[src/rtl/addr_watch.sv]
module addr_watch #(
  parameter int AW  = 64,
  parameter int NCH = 2,
  parameter int CTW = 32,
  localparam int CW = (NCH > 1) ? $clog2(NCH) : 1,
  localparam int SW = CW + 1
) (
  input  logic          clk,
  input  logic          rst_n,
  input  logic          cfg_we,
  input  logic [SW-1:0] cfg_sel,
  input  logic [AW-1:0] cfg_wdata,
  output logic [AW-1:0] cfg_rdata,
  input  logic          acc_valid,
  input  logic [AW-1:0] acc_addr,
  input  logic [1:0]    acc_size,
  input  logic          acc_write,
  input  logic [1:0]    acc_priv,
  output logic          hit,
  output logic [CW-1:0] hit_chan
);
  localparam int RNG_LSB = 10;
  localparam int RNG_W   = 6;
  localparam int WE_B    = 6;
  localparam int RE_B    = 5;
  localparam int HV_B    = 2;
  localparam int SV_B    = 1;
  localparam int PR_B    = 0;

  logic [AW-1:0]  wa_q [NCH];
  logic [CTW-1:0] wc_q [NCH];
  logic [NCH-1:0] match;

  always_ff @(posedge clk) begin
    for (int i = 0; i < NCH; i++) begin
      if (!rst_n) begin
        wa_q[i] <= '0;
        wc_q[i] <= '0;
      end else if (cfg_we && cfg_sel[SW-1:1] == CW'(i)) begin
        if (cfg_sel[0]) wc_q[i] <= cfg_wdata[CTW-1:0];
        else            wa_q[i] <= cfg_wdata;
      end
    end
  end

  always_comb begin
    cfg_rdata = '0;
    for (int i = 0; i < NCH; i++)
      if (cfg_sel[SW-1:1] == CW'(i))
        cfg_rdata = cfg_sel[0] ? AW'(wc_q[i]) : wa_q[i];
  end

  wire [AW:0] acc_lo = {1'b0, acc_addr};
  wire [AW:0] acc_hi = acc_lo + ((AW+1)'(1) << acc_size) - (AW+1)'(1);

  for (genvar g = 0; g < NCH; g++) begin : g_ch
    wire [CTW-1:0]   c      = wc_q[g];
    wire [RNG_W-1:0] rng    = c[RNG_LSB +: RNG_W];
    wire [AW:0]      win_lo = {1'b0, wa_q[g][AW-1:3], 3'b000};
    wire [AW:0]      win_hi = win_lo + (AW+1)'({rng, 3'b111});
    wire             type_ok = acc_write ? c[WE_B] : c[RE_B];
    logic            priv_ok;
    always_comb
      case (acc_priv)
        2'd0:    priv_ok = c[PR_B];
        2'd1:    priv_ok = c[SV_B];
        2'd2:    priv_ok = c[HV_B];
        default: priv_ok = 1'b0;
      endcase
    assign match[g] = acc_valid && type_ok && priv_ok &&
                      (acc_lo <= win_hi) && (win_lo <= acc_hi);
  end

  always_comb begin
    hit_chan = '0;
    for (int i = NCH - 1; i >= 0; i--)
      if (match[i]) hit_chan = CW'(i);
  end

  assign hit = |match;
endmodule

[config.mk]
export PLATFORM = sky130hd
export DESIGN_NAME = addr_watch
export DESIGN_NICKNAME = d
export VERILOG_FILES = /design/src/rtl/addr_watch.sv
export SDC_FILE = /design/constraint.sdc
export NUM_CORES = 1
export LEC_CHECK = 0
export BUFFER_PORTS_ARGS = -buffer_cell sky130_fd_sc_hd__buf_2
export CAP_MARGIN = 20
export CORE_ASPECT_RATIO = 0.5
export CORE_MARGIN = 3
export CORE_UTILIZATION = 50
export CTS_CLUSTER_SIZE = 14
export DETAILED_ROUTE_END_ITERATION = 10
export HOLD_SLACK_MARGIN = 0.06
export PLACE_DENSITY = 0.72
export SLEW_MARGIN = 20
export SYNTH_ARGS = -nofsm -noshare
export SYNTH_HDL_FRONTEND = slang
export SYNTH_SLANG_ARGS = --single-unit
export TNS_END_PERCENT = 50
[constraint.sdc]
create_clock -name clk -period 8.9 [get_ports clk]
set_input_delay 0.89 -clock clk [delete_from_list [all_inputs] [get_ports clk]]
set_output_delay 0.89 -clock clk [all_outputs]
set_load 0.01 [all_outputs]
==> results_dict.tcl, run 1 <==
set metrics [dict create \
    setup_tns_ns 0 \
    critPathLaunchType "primary input" \
    grt_pass1_vias 16300 \
    cts.clk_slew.worst_paths_ns 0.09 \
    finalCriticalPeriod_ns 8.04 \
    fp.dieArea_mm2 0.0429 \
    cp_num_buf_inv 4 \
    die_h_um 148 \
    cts_inserted_buffers 17 \
    h-tree-depth 4 \
    synth_ff_type "edfxtp_1" \
    fin_nets 2792 \
    required_ns 8.01 \
    rows 51 \
    post_synth.cell_area_avg_um2 9.38 \
    tightest_slew_ns 1.07 \
    fillerInstances 3562 \
    drc_errors 0 \
    postCtsSetupBuffers 0 \
    finalCritPeriodShare_pct 90.3 \
    yosysUniqueCellTypes 81 \
    wl_per_cell_um 20.9 \
    min_path_type "primary input to flop" \
    drtIter0Drc 1359 \
    fmax_mhz 124 \
    core-area_mm2 0.0393 \
    ys_warn_count 0 \
    syn2layout_area_growth_pct 11.0 \
    slew_headroom_pct 28.9 \
    postRouteWirelength_um 60100 \
    cellLeakagePower_uw 0.00980 \
    drt_pass1_iterations 5 \
    place.gp.congestion 0.969 \
    drive_gt1_share_pct 13.5 \
    cp_top_family "compound AO/OA/AOI/OAI gates" \
    viasPerCell 5.89 \
    crit_arrival_ns 7.15 \
    synth_area_mm2 0.0201 \
    critPathCaptureType "output pin" \
    hold-worst-slack_ns 0.722 \
    cts_root_buf "clkbuf_16" \
    power.density_mw_per_mm2 140 \
    syn-num-nets 2609 \
    dieWidth_um 290 \
    portBuffers 204 \
    synth_seq_cells 192 \
    critPathKind "primary input to output pin" \
    synthCells 2146 \
    via_count 16900 \
    io_pins 205 \
    antenna_found_initial 5 \
    grt_setup_unrepaired "no" \
    hold_viol 0 \
    synth-edff-count 192 \
    regArea_mm2 0.00577 \
    outcome "finished, final reports clean" \
    grt_overflow 0 \
    clockBufferDepth 2 \
    synth.yosys.seq_area_share_pct 28.6 \
    grt_max_degree 65 \
    vdd_drop_max_mv 0.106 \
    worstPathMaxFanout 4 \
    dp_hpwl_um 47500 \
    multi_input_area_mm2 0.0138 \
    initial_core_util_pct 51.2 \
    synthArstFlopShare_pct 0 \
    clock_sinks 192 \
    path_common_cell "ha_1" \
    slew_violations 0 \
    drtAntennaViolNets 0 \
    cts_tree "built" \
    grt_pass1_wl_um 92800 \
    cts_hold_buf 0 \
    max_cap_viol_count 0 \
    slowest_stage "a2111oi_0" \
    max_stage_delay_ns 0.65 \
    ctsResizeCount 0 \
    track_usage_pct 27.6 \
    setup-violations-final 0 \
]
-- cell usage after synthesis (all sizes together) (6+ instances only) --
cell | number | area share [%]
ha | 321 | 20
and2 | 199 | 6.2
edfxtp | 192 | 29
a21oi | 151 | 3.8
nand2 | 151 | 2.8
nor2 | 130 | 2.4
xor2 | 109 | 4.7
inv | 105 | 2.0
a21o | 83 | 3.1
o21ai | 79 | 2.0
nand3 | 74 | 1.9
xnor2 | 71 | 3.1
nand4 | 66 | 2.1
clkbuf | 39 | 0.73
mux2i | 36 | 1.8
nor3 | 35 | 0.92
mux4 | 32 | 3.6
and3 | 30 | 0.94
nor2b | 24 | 0.75
nand2b | 21 | 0.65
and4 | 18 | 0.78
o21bai | 17 | 0.63
a211oi | 16 | 0.60
buf | 16 | 0.34
o21a | 16 | 0.60
o211ai | 13 | 0.51
nor4 | 11 | 0.37
a31oi | 10 | 0.39
a221oi | 8 | 0.38
or3 | 7 | 0.22
o22ai | 6 | 0.19
-- layout by cell type (no fill, tap or decap), drive strengths merged, types with 17 or more instances in the layout --
cell and count:
mux4 32, nor3 35, xor2 109, nand2 151, o21ai 79, a21oi 151, nand3 74, and4 18
nand4 66, mux2i 36, nor2b 24, ha 321, a21o 83, nand2b 21, xnor2 71, buf 219
inv 113, edfxtp 192, o21bai 17, and3 30, and2 199, nor2 130, clkbuf 17
-- layer usage --
layer | routed length (um) | track usage, % | up-vias
li1 | - | - | 8292
met1 | 26400 | 36.7 | 8012
met2 | 28100 | 46.1 | 532
met3 | 3810 | 4.37 | 95
met4 | 1750 | 9.18 | 2
met5 | 7 | 0 | -
-- metrics by stage --
stage | cell area (um2) | util, % | instances | power, uW | setup slack [ns]
global placement | 21700 | 55.3 | 2840 | 2290 | 1.13
global route | 22400 | 56.9 | 2875 | 3310 | 0.512
floorplan | 20100 | - | 2146 | 1940 | 2.46
CTS | 22300 | 56.9 | 2872 | 3120 | 0.934
detailed placement | 21700 | 55.3 | 2840 | 2310 | 0.958
finish | 22400 | 56.9 | 2875 | 3130 | 0.864
-- where the power goes --
group          internal (uW)  switching (uW)
Sequential              1070            87.9
Clock                    384             433
Combinational            489             670
Total                   1940            1190
-- path summary, 6_finish.rpt --
path | from | to | slack, ns | cells after the start
max | acc_size[1] | hit_chan | 0.86 | 29
min | cfg_wdata[36] | wa_q[1][36] | 0.72 | 2
-- flip-flops by register name (all words and copies together) (netlist names) --
register  cells
wa_q        128
wc_q         64
-- logic make-up (layout without fill, tap and decap cells) --
group | after synthesis | in the layout | synth area share (%)
DFF | 192 | 192 | 28.6
muxes | 68 | 68 | 5.37
and+or+nand+nor | 777 | 777 | 20.4
AOI/OAI and AO/OA | 444 | 444 | 14.4
xor gates and xnor gates | 181 | 181 | 7.94
other | 0 | 3 | 0
buffers and inverters | 160 | 356 | 3.03
adders and majority gates | 324 | 324 | 20.2
-- cell type report --
type,count,area share (%)
diodes,3,0.0336
clock buffers,17,1.90
clock inverters,15,0.800
inverters,105,1.76
multi-input cells,1794,61.7
flip-flops and latches,192,25.8
well taps,530,2.97
repair buffers,219,5.09
Note: power is estimated with default switching activity, not from simulation.
==> run 2, diff against run 1 <==
==> constraint.sdc (replaced) <==
create_clock -name clk -period 8.9 [get_ports clk]
set_input_delay 0.445 -clock clk [delete_from_list [all_inputs] [get_ports clk]]
set_output_delay 0.445 -clock clk [all_outputs]
set_load 0.01 [all_outputs]
==> results_dict.tcl, run 2 (synthesis results as in run 1) <==
set metrics [dict create \
    outcome "finished, final reports clean" \
    cts_inserted_buffers 17 \
    postRouteWirelength_um 60700 \
    via_count 17000 \
    portBuffers 204 \
    postCtsSetupBuffers 0 \
    die_h_um 148 \
    antenna_found_initial 4 \
    clock_sinks 192 \
    cts.clk_slew.worst_paths_ns 0.08 \
    finalCritPeriodShare_pct 80.7 \
    max_stage_delay_ns 0.68 \
    grt_pass1_vias 16400 \
    critPathCaptureType "output pin" \
    hold-worst-slack_ns 0.269 \
    dp.cells 2839 \
    clockBufferDepth 2 \
    track_usage_pct 28.1 \
    tightest_slew_ns 1.14 \
    cellLeakagePower_uw 0.00979 \
    crit_arrival_ns 6.74 \
    place.gp.congestion 0.959 \
    min_path_cells 2 \
    hold_viol 0 \
    ctsResizeCount 0 \
    critPathLaunchType "primary input" \
    layout_common_cells "321 x ha_1, 202 x buf_2, 198 x and2_1" \
    regMostFlops "wa_q" \
    final_common_cell "ha_1" \
    layout_setup_ws_ns 1.72 \
    vdd_drop_max_mv 0.106 \
    holdCritStartpoint "cfg_wdata[42]" \
    required_ns 8.46 \
    grt_pass1_wl_um 94100 \
    grt_setup_unrepaired "no" \
    rows 51 \
    wl_per_cell_um 21.1 \
    cts_tree "built" \
    syn2layout_area_growth_pct 11.0 \
    holdPathEnd "wa_q[1][42]" \
    grt_max_degree 65 \
    largest_reg_flops 128 \
    cts_hold_buf 0 \
    dieWidth_um 290 \
    slew_violations 0 \
    slowest_stage "a2111oi_0" \
    finalCriticalPeriod_ns 7.18 \
    h-tree-depth 4 \
    power.density_mw_per_mm2 139 \
    setup-violations-final 0 \
    fmax_mhz 139 \
    setup_tns_ns 0 \
    fillerInstances 3550 \
    dp_hpwl_um 48300 \
    min_path_type "primary input to flop" \
    drive_gt1_share_pct 13.4 \
    cts_root_buf "clkbuf_16" \
    drtIter0Drc 1281 \
    initial_core_util_pct 51.2 \
    fp.dieArea_mm2 0.0429 \
    grt_overflow 0 \
    core-area_mm2 0.0393 \
    slew_headroom_pct 23.6 \
    io_pins 205 \
    critPathKind "primary input to output pin" \
    worstPathMaxFanout 4 \
    drtAntennaViolNets 0 \
    fin_nets 2791 \
    reg.largest.list "wa_q: 128 flops, wc_q: 64 flops" \
    max_cap_viol_count 0 \
    viasPerCell 5.91 \
    drc_errors 0 \
    instances_no_fill 2872 \
    dp_slack_ns 1.90 \
    path_common_cell "ha_1" \
    drt_pass1_iterations 5 \
]
-- run 2: changes by cell type in the layout (fill, tap and decap cells not counted) --
cell / before / now
inv_8: 3 / 1
inv_12: 2 / 0
buf_4: 17 / 16
clkinv_8: 4 / 5
bufinv_16: 0 / 1
diode_2: 3 / 2
a2111oi_0: 3 / 4
clkinv_4: 1 / 2
clkinvlp_4: 1 / 2
inv_6: 3 / 2
a2111oi_1: 1 / 0
-- run 2: metrics by stage --
step	utilization (%)	power, uW	area, um2
5_1_grt	56.8	3310	22300
3_3_place_gp	55.3	2300	21700
6_report	56.8	3110	22300
2_1_floorplan	-	1940	20100
3_5_place_dp	55.3	2310	21700
4_1_cts	56.8	3110	22300
-- run 2: how the worst max path moves through the flow --
stage	slack, ns	from	cells after the start	end
6_report	1.72	acc_size[1]	29	hit_chan
4_1_cts	1.87	acc_size[1]	29	hit_chan
3_3_place_gp	2.00	acc_size[1]	29	hit_chan
3_5_place_dp	1.90	acc_size[1]	29	hit_chan
5_1_grt	1.27	acc_size[1]	29	hit_chan
2_1_floorplan	3.35	acc_size[1]	27	hit_chan
-- run 2: worst max-delay path, delay by kind of cell --
kind	cells	cell delay, ns
buffers and inverters	4	0.38
AO/OA/AOI/OAI	15	3.67
AND/OR/NAND/NOR	5	0.95
adder cells (fa/ha/maj)	4	1.04
XOR/XNOR	1	0.23
-- run 2: area by class of cell --
| cell class | count | area, um2 | area share (%) |
|---|---|---|---|
| sequential | 192 | 5770 | 25.8 |
| multi-input combinational | 1794 | 13800 | 61.7 |
| clock inverter | 14 | 178 | 0.795 |
| antenna | 2 | 5.00 | 0.0224 |
| clock buffer | 17 | 425 | 1.90 |
| inverter | 105 | 394 | 1.76 |
| tap | 530 | 663 | 2.97 |
| timing repair buffer | 218 | 1130 | 5.06 |
-- run 2: where the power goes --
part	switching [uW]	internal (uW)	leakage [uW]
logic	674	487	0.00761
clock network	398	400	0.000286
registers	86.5	1070	0.00189
-- run 2: metal layers --
layer	global-route usage, %	wire, um	vias up
li1	-	-	8295
met2	48.4	29000	549
met5	0	7	-
met4	7.57	1310	2
met3	4.08	3760	80
met1	37.3	26700	8054
==> run 3, diff against run 2 <==
Clock period 8.9 ns to 6.67 ns, I/O delays scaled along.
==> results_dict.tcl, run 3 (synthesis results as in run 1) <==
set metrics [dict create \
    cp-startpoint "acc_size[1]" \
    reg.largest.list "wa_q: 128 flops, wc_q: 64 flops" \
    grt_pass1_wl_um 95100 \
    p_sw_share_pct 38.1 \
    final_common_cell "ha_1" \
    finalCriticalPeriod_ns 6.42 \
    critPathCaptureType "output pin" \
    max_stage_delay_ns 0.41 \
    busiest_layer "met2" \
    clock_sinks 192 \
    rows 51 \
    core-area_mm2 0.0393 \
    slowest_stage "a2111oi_4" \
    track_usage_pct 28.3 \
    min_path_type "primary input to flop" \
    power.switching_uw 1600 \
    grtUsageMet1_pct 38.4 \
    outcome "finished, final reports clean" \
    slew_headroom_pct 28.3 \
    fin_nets 2808 \
    cts_hold_buf 0 \
    antenna_found_initial 0 \
    cts_root_buf "clkbuf_16" \
    drtAntennaViolNets 0 \
    worstPathMaxFanout 4 \
    grt_max_degree 65 \
    fp.dieArea_mm2 0.0429 \
    fmax_mhz 156 \
    dp_slack_ns -0.195 \
    path_common_cell "ha_1" \
    postRouteWirelength_um 61800 \
    grt_setup_unrepaired "yes" \
    seqPwrFrac_pct 36.6 \
    cts.clk_slew.worst_paths_ns 0.09 \
    tightest_slew_ns 1.08 \
    critPathKind "primary input to output pin" \
    antennaDiodeCount 0 \
    grt_overflow 0 \
    pwr-share-clk_pct 25.8 \
    dieWidth_um 290 \
    io_pins 205 \
    viasPerCell 5.91 \
    p_int_uw 2600 \
    cts_tree "built" \
    cellLeakagePower_uw 0.00990 \
    clockBufferDepth 2 \
    regMostFlops "wa_q" \
    hold_viol 0 \
    critical_path.endpoint "hit_chan" \
    pwr-share-comb_pct 37.6 \
    required_ns 6.34 \
    setup-violations-final 0 \
    largest_reg_flops 128 \
    portBuffers 204 \
    critPathLaunchType "primary input" \
    drtIter0Drc 1349 \
    power.density_mw_per_mm2 186 \
    dp_hpwl_um 48700 \
    crit_arrival_ns 6.09 \
    slew_violations 0 \
    place.gp.congestion 0.999 \
    max_cap_viol_count 0 \
    via_count 17100 \
    fin_util_pct 57.4 \
    syn2layout_area_growth_pct 12.0 \
    grt_use_met2_pct 48.6 \
    grt_pass1_vias 16600 \
    layout_common_cells "321 x ha_1, 202 x buf_2, 198 x and2_1" \
    drive_gt1_share_pct 14.5 \
    cts_inserted_buffers 17 \
    initial_core_util_pct 51.2 \
    wl_per_cell_um 21.4 \
    drc_errors 0 \
    use_met3_pct 3.65 \
    layout_setup_ws_ns 0.250 \
    finalCritPeriodShare_pct 96.3 \
    vdd_drop_max_mv 0.201 \
    die_h_um 148 \
    h-tree-depth 4 \
    drt_pass1_iterations 5 \
]
[run 3: worst min-delay path by stage]
stage	from	to	slack, ns	cells after the start
floorplan	cfg_wdata[0]	wa_q[0][0]	0.53	1
global placement	cfg_wdata[39]	wa_q[0][39]	0.62	2
detailed placement	cfg_wdata[59]	wa_q[0][59]	0.62	2
CTS	cfg_wdata[43]	wa_q[1][43]	0.15	2
global route	cfg_wdata[47]	wa_q[0][47]	0.16	2
finish	cfg_wdata[43]	wa_q[1][43]	0.16	2
[run 3: stage by stage]
stage	total power [uW]	cells	TNS, ns	hold slack (ns)	cell area [um2]
after global placement	3070	2853	0	0.619	21800
after global routing	4450	2888	-0.0395	0.160	22600
after detailed placement	3090	2853	-0.315	0.625	21800
final	4210	2888	0	0.164	22600
after CTS	4170	2885	0	0.151	22500
after floorplan	2590	2146	0	0.532	20100
[run 3: worst max-delay path: cells and delay by family]
| kind | cells | cell delay, ns |
|---|---|---|
| AO/OA/AOI/OAI | 14 | 2.83 |
| XOR/XNOR | 1 | 0.17 |
| adder cells (fa/ha/maj) | 4 | 1.07 |
| buffers and inverters | 5 | 0.57 |
| AND/OR/NAND/NOR | 6 | 1.10 |
[run 3: metal layers]
metal	routed length (um)	vias up
li1	-	8316
met1	27600	8181
met2	29700	502
met3	3440	64
met4	1020	0
met5	0	-
[run 3: power groups by stage]
stage / clock network [uW] / logic [uW] / registers [uW]
after CTS: 1090 / 1540 / 1540
after floorplan: 0 / 1070 / 1520
final: 1090 / 1580 / 1540
after detailed placement: 0 / 1520 / 1570
after global routing: 1140 / 1760 / 1550
after global placement: 0 / 1510 / 1560
[run 3: what timing repair did]
item | 4_1_cts | 5_1_grt
resized for setup | 2 | 16
endpoints found under the setup margin | 2 | 2
pin swaps | 0 | 4
setup buffers | 0 | 3
[run 3: final cells by class]
cell class,instances,area (um2)
sequential,192,5770
fill,3600,16800
clock buffer,17,425
inverter,105,394
clock inverter,15,181
tap,530,663
multi-input combinational,1794,13900
timing repair buffer,235,1260
